`src/rtl/stb_pkg.sv`:
```
package stb_pkg;

    typedef enum logic {
        ST_RUN   = 1'b0,
        ST_GATED = 1'b1
    } gate_st_e;

    typedef struct packed {
        logic idle;
        logic wake;
    } dom_cond_t;

    function automatic dom_cond_t make_cond(input logic idle, input logic wake);
        dom_cond_t c;
        c.idle = idle;
        c.wake = wake;
        return c;
    endfunction

endpackage

```
`src/rtl/stb_idle_detect.sv`:
```
module stb_idle_detect
    import stb_pkg::*;
#(
    parameter int NUM_CORES = 4
) (
    input  logic                 unit_sb_en,
    input  logic                 ic_sb_en,
    input  logic [NUM_CORES-1:0] core_wfi,
    input  logic [NUM_CORES-1:0] core_ic_acc,
    input  logic                 slv_req,
    input  logic                 unit_busy,
    input  logic                 irq_pend,
    output dom_cond_t            unit_cond,
    output dom_cond_t            ic_cond
);

    logic all_asleep;
    logic any_ic_acc;

    assign all_asleep = &core_wfi;
    assign any_ic_acc = |core_ic_acc;

    always_comb begin
        // unit_busy blocks entry but is not a wake source
        unit_cond = make_cond(unit_sb_en & all_asleep & ~slv_req & ~unit_busy,
                              ~unit_sb_en | ~all_asleep | slv_req);
        ic_cond   = make_cond(ic_sb_en & ~irq_pend & ~any_ic_acc,
                              ~ic_sb_en | irq_pend | any_ic_acc);
    end

endmodule

```
`src/rtl/stb_gate_fsm.sv`:
```
module stb_gate_fsm
    import stb_pkg::*;
#(
    parameter int IDLE_HOLD = 2
) (
    input  logic      clk,
    input  logic      rst,
    input  dom_cond_t cond,
    output logic      clk_en,
    output logic      gated
);

    localparam int CW = (IDLE_HOLD < 2) ? 1 : $clog2(IDLE_HOLD);
    localparam logic [CW-1:0] LAST = CW'(IDLE_HOLD - 1);

    gate_st_e      state_q, state_d;
    logic [CW-1:0] cnt_q, cnt_d;

    always_comb begin
        state_d = state_q;
        cnt_d   = cnt_q;
        unique case (state_q)
            ST_RUN: begin
                if (cond.idle) begin
                    if (cnt_q == LAST) begin
                        state_d = ST_GATED;
                        cnt_d   = '0;
                    end else begin
                        cnt_d = cnt_q + 1'b1;
                    end
                end else begin
                    cnt_d = '0;
                end
            end
            ST_GATED: begin
                cnt_d = '0;
                if (cond.wake) state_d = ST_RUN;
            end
            default: state_d = ST_RUN;
        endcase
    end

    always_ff @(posedge clk) begin
        if (rst) begin
            state_q <= ST_RUN;
            cnt_q   <= '0;
        end else begin
            state_q <= state_d;
            cnt_q   <= cnt_d;
        end
    end

    assign gated  = (state_q == ST_GATED);
    assign clk_en = ~gated | cond.wake;

    // gating is only entered right after an idle cycle
    assert_entry_after_idle_R1: assert property (@(posedge clk) disable iff (rst)
        $rose(gated) |-> $past(cond.idle));

    // without a wake the gated state persists
    assert_hold_gated_R10: assert property (@(posedge clk) disable iff (rst)
        gated && !cond.wake |=> gated);

    // a wake seen while gated leaves the gated state next edge
    assert_wake_exit_R4: assert property (@(posedge clk) disable iff (rst)
        gated && cond.wake |=> !gated);

endmodule

```
`src/rtl/stb_clkgate_ctrl.sv`:
```
module stb_clkgate_ctrl
    import stb_pkg::*;
#(
    parameter int NUM_CORES = 4,
    parameter int IDLE_HOLD = 2
) (
    input  logic                 clk,
    input  logic                 rst,
    input  logic                 unit_sb_en,
    input  logic                 ic_sb_en,
    input  logic [NUM_CORES-1:0] core_wfi,
    input  logic [NUM_CORES-1:0] core_ic_acc,
    input  logic                 slv_req,
    input  logic                 unit_busy,
    input  logic                 irq_pend,
    input  logic                 slv_arready_i,
    input  logic                 slv_awready_i,
    input  logic                 slv_wready_i,
    output logic                 unit_clk_en,
    output logic                 ic_clk_en,
    output logic                 slv_arready_o,
    output logic                 slv_awready_o,
    output logic                 slv_wready_o,
    output logic                 unit_gated,
    output logic                 ic_gated
);

    localparam int NDOM = 2;

    dom_cond_t unit_cond, ic_cond;
    dom_cond_t conds [NDOM];
    logic [NDOM-1:0] en_v, gated_v;

    stb_idle_detect #(.NUM_CORES(NUM_CORES)) u_detect (
        .unit_sb_en  (unit_sb_en),
        .ic_sb_en    (ic_sb_en),
        .core_wfi    (core_wfi),
        .core_ic_acc (core_ic_acc),
        .slv_req     (slv_req),
        .unit_busy   (unit_busy),
        .irq_pend    (irq_pend),
        .unit_cond   (unit_cond),
        .ic_cond     (ic_cond)
    );

    assign conds[0] = unit_cond;
    assign conds[1] = ic_cond;

    for (genvar d = 0; d < NDOM; d++) begin : g_dom
        stb_gate_fsm #(.IDLE_HOLD(IDLE_HOLD)) u_fsm (
            .clk    (clk),
            .rst    (rst),
            .cond   (conds[d]),
            .clk_en (en_v[d]),
            .gated  (gated_v[d])
        );
    end

    assign unit_clk_en = en_v[0];
    assign ic_clk_en   = en_v[1];
    assign unit_gated  = gated_v[0];
    assign ic_gated    = gated_v[1];

    assign slv_arready_o = slv_arready_i & unit_clk_en;
    assign slv_awready_o = slv_awready_i & unit_clk_en;
    assign slv_wready_o  = slv_wready_i  & unit_clk_en;

    assert_ready_low_R3: assert property (@(posedge clk) disable iff (rst)
        !unit_clk_en |-> !slv_arready_o && !slv_awready_o && !slv_wready_o);

    assert_core_wake_R4: assert property (@(posedge clk) disable iff (rst)
        unit_gated && (!(&core_wfi) || slv_req) |-> unit_clk_en);

    assert_ic_wake_R6: assert property (@(posedge clk) disable iff (rst)
        irq_pend || (|core_ic_acc) |-> ic_clk_en);

    assert_sb_off_R7: assert property (@(posedge clk) disable iff (rst)
        (!unit_sb_en |-> unit_clk_en) and (!ic_sb_en |-> ic_clk_en));

    assert_reset_state_R9: assert property (@(posedge clk)
        rst |=> !unit_gated && !ic_gated && unit_clk_en && ic_clk_en);

endmodule

```
`config.mk`:
```
export PLATFORM = sky130hd
export DESIGN_NAME = stb_clkgate_ctrl
export DESIGN_NICKNAME = d
export VERILOG_FILES = /design/src/rtl/stb_pkg.sv /design/src/rtl/stb_idle_detect.sv /design/src/rtl/stb_gate_fsm.sv /design/src/rtl/stb_clkgate_ctrl.sv
export SDC_FILE = /design/constraint.sdc
export NUM_CORES = 1
export LEC_CHECK = 0
export BUFFER_PORTS_ARGS = -buffer_cell sky130_fd_sc_hd__buf_2
export CORE_AREA = 2 2 39 41
export DETAILED_ROUTE_END_ITERATION = 8
export DIE_AREA = 0 0 41 43
export PLACE_DENSITY_LB_ADDON = 0.15
export SLEW_MARGIN = 20
export SYNTH_ARGS = -nofsm -noshare
export SYNTH_HDL_FRONTEND = slang
export SYNTH_SLANG_ARGS = --single-unit
```
`constraint.sdc`:
```
create_clock -name clk -period 3.7 [get_ports clk]
set_input_delay 0.74 -clock clk [delete_from_list [all_inputs] [get_ports clk]]
set_output_delay 0.74 -clock clk [all_outputs]
set_load 0.05 [all_outputs]
```
Yosys cells after proc, flatten, opt, wreduce, memory -nomap -nowiden. Index checks and enable logic that the tools add are counted.

Register bits after elaboration: 4. Input bits: 18. Output and inout bits: 7. Word-level logic and storage cells: 45.

Add/sub/neg operators: 2. Mux-type cells: 14. Bitwise operators: 23. Reductions and logical operators: 2.

Operator list (number): 1-bit two-way mux (10); 1-bit NOT (9); 1-bit AND (8); 1-bit case mux with 2 select lines (4); 1-bit OR (6); 4-bit AND reduction (1); 4-bit OR reduction (1); 1-bit adder, second input constant (2).

Longest topological paths before layout.
Depth after elaboration: 6. Gate-level depth with buffers: 2. Depth with buffers taken out: 2.

Modules after synthesis. From an unflattened synthesis, not the netlist that was laid out.

Cell total of the unflattened synthesis: 21. Area, all modules: 220.2 µm².

By module, submodules not included: stb_gate_fsm (instances 2, cells an instance 6, area an instance 73.8 µm², sequential area each 40.0 µm²); stb_idle_detect (instances 1, cells an instance 6, area an instance 53.8 µm², sequential area each 0.0 µm²); stb_clkgate_ctrl (instances 1, cells an instance 3, area an instance 18.8 µm², sequential area each 0.0 µm²).

Worst setup path after synthesis. No wires, ideal clock.

Kind: input to output. Start: input port unit_sb_en. End: output port slv_arready_o. Data arrival time: 2080 ps. Required time: 2960 ps. Setup slack: 880 ps. Cell stages on the path: 2. Buffers on the path: 0. Cells stage by stage: and4b_1 > a21boi_0.

Cells in the longest elaborated chain, start to end: 5.

RTL lines: from (decl) (RTL line stb_clkgate_ctrl.sv:9) `input logic unit_sb_en,`; 1-bit NOT (RTL line stb_idle_detect.sv:26) `~unit_sb_en | ~all_asleep | slv_req);`; 1-bit OR (2 in a row) (RTL line stb_idle_detect.sv:26); 1-bit OR (RTL line stb_gate_fsm.sv:54) `assign clk_en = ~gated | cond.wake;`; 1-bit AND (RTL line stb_clkgate_ctrl.sv:64) `assign slv_arready_o = slv_arready_i & unit_clk_en;`; to (decl) (RTL line stb_clkgate_ctrl.sv:21) `output logic slv_arready_o,`.

No other way between the ends.

Final worst setup path.
Start: input port irq_pend. End: output port ic_clk_en.

Cells in the longest elaborated chain, start to end: 3.

RTL lines: from (decl) (RTL line stb_clkgate_ctrl.sv:15) `input logic irq_pend,`; 1-bit OR (2 in a row) (RTL line stb_idle_detect.sv:28) `~ic_sb_en | irq_pend | any_ic_acc);`; 1-bit OR (RTL line stb_gate_fsm.sv:54); to (decl) (RTL line stb_clkgate_ctrl.sv:20) `output logic ic_clk_en,`.

No other way between the ends.

==> results.ini <==
[floorplan]
die_w_um=41
core_area_um2=1380
rows=14
fp.dieH_um=43
initial_core_util_pct=15.3
ioPinCount=25
die_area_um2=1760

[global_route]
grt-ovfl-total=0
track_usage_pct=7.82
grt_max_degree=5
grt_pass1_vias=199
grt_pass1_wl_um=793
antenna_found_initial=0

[place]
pre_cts_ws_ps=900
dp_cells=63
io_buffer_count=24
gp_congestion=0.582

[setup_path]
start_kind=input port
critical_path_class=input port to primary output
cp_slowest_cell=or4b_4
arrival_ps=2060
crit_chain=buf_2 > or4b_4 > or4b_1 > buf_2
max_stage_delay_ps=530
cp-end-kind=primary output
path_common_cell=buf_2
required_ps=2960
critPathMaxFanout=3

[layout]
final_cell_mix=buf_2, dfxtp_1, a21boi_0, clkbuf_4
antenna_cells=0
stdcell_count=66
nets=70
multi_input_area_um2=128
drive_above_1_share_pct=56.0
regArea_um2=80.1
layout_commonest_cell=buf_2
fin_util_pct=27.0
fillerInstances=151
syn_to_final_growth_pct=76.9

[run_status]
status=finished clean

[synthesis]
yosys_register_bits=4
synthTopCellsByArea=dfxtp_1, a21boi_0, or4b_4, nor4_1, or3_1
syn_nets=41
netlist_area_um2=211
syn_avg_cell_area_um2=9.19
yosys_warnings=0
synth.largest_area_cell=dfxtp_1
synth_cell_types=15
synthCells=23
ys_seq_area_share_pct=37.9
synth.top_cell.area_share_pct=37.9

[power]
p_leak_nw=0.174
peakVddDrop_uv=145
power_density_nw_per_um2=321

[sta]
maxSlewViolCount=0
worst_slack_ps=902
finalSetupViolCount=0
period_needed_ps=2800
setup_tns_ps=0
rsz0062_at_grt=false
hold_viol=0
fmaxAchievable_ghz=0.357
fin_hold_ws_ps=411
fin_skew_ps=0.0413
tightest_slew_ps=297
min_period_over_period_pct=75.6
relSlewSlack_pct=79.7

[cts]
clock_path_buffers=2
ctsHoldBuffers=0
cts_tree=yes
cts_num_sinks=4
clockRootBuffer=clkbuf_4
cts_inserted_buffers=3
cts_setup_buffers=0
clk_pin_slew_ps=40
clk_latency_ps=240
ctsResizeCount=0
h-tree-depth=1

[detailed_routing]
routed_wl_um=573
drc=0
wl_per_cell_um=8.68
vias=285
ant_nets=0
vias_per_cell=4.32
drtIter0Drc=4
first_pass_iters=3

[flow_run]
maxCapViolations=0

[worst_hold_path]
hold_path_class=flop to flop

## cells by family after synthesis
family,count (synthesis),synth area share (%)
AND/OR/NAND/NOR,14,45.6
AO/OA/AOI/OAI,4,14.8
flip-flops,4,37.9
buffers and inverters,1,1.77
## cell usage after synthesis, drive strengths merged
master / count
a2111oi: 1
a21boi: 3
and3: 1
and4b: 1
dfxtp: 4
inv: 1
nand2: 2
nand2b: 1
nand4b: 1
nor2: 1
nor3: 1
nor4: 2
or3: 2
or4b: 2
## layer usage
layer	wire length, µm	GRT usage [%]
met1	232	8.33
met2	238	7.81
met3	95	9.42
met4	6	6.00
met5	0	0
## critical path, delay by kind of cell
kind | cells | cell delay, ps
buffers and inverters | 2 | 310
and+or+nand+nor | 2 | 1000
## worst paths after layout
kind,startpoint,end,slack [ps],depth (start not counted)
worst max-delay path,irq_pend,ic_clk_en,900,4
worst min-delay path,g_dom[1].u_fsm.cnt_q,g_dom[1].u_fsm.cnt_q,410,1
worst max register to register,g_dom[0].u_fsm.gated,g_dom[0].u_fsm.cnt_q,2780,2
worst min register to register,g_dom[1].u_fsm.cnt_q,g_dom[1].u_fsm.cnt_q,410,1
## layout make-up
type,instances,share of cell area (%)
inverters,1,1.00
flip-flops and latches,4,21.4
well taps,16,5.35
clock buffers,3,6.02
multi-input cells,18,34.1
repair buffers,24,32.1
## report_power, final
group / leakage, nW / switching, mW / total, mW / internal (mW)
registers: 0.0322 / 0.0000427 / 0.0435 / 0.0435
clock network: 0.0138 / 0.0188 / 0.0552 / 0.0363
logic: 0.128 / 0.0115 / 0.0215 / 0.0100
## state kept, by name, indices dropped and copies added (netlist names)
signal / count
g_dom.u_fsm.gated: 2
g_dom.u_fsm.cnt_q: 2
## stage by stage
stage          cell area, µm²  total power [mW]
5_1_grt                   374             0.130
3_3_place_gp              352            0.0658
3_5_place_dp              352            0.0658
6_report                  374             0.120
2_1_floorplan             211            0.0544
4_1_cts                   374             0.124
Power figures use the tool's default switching activity.
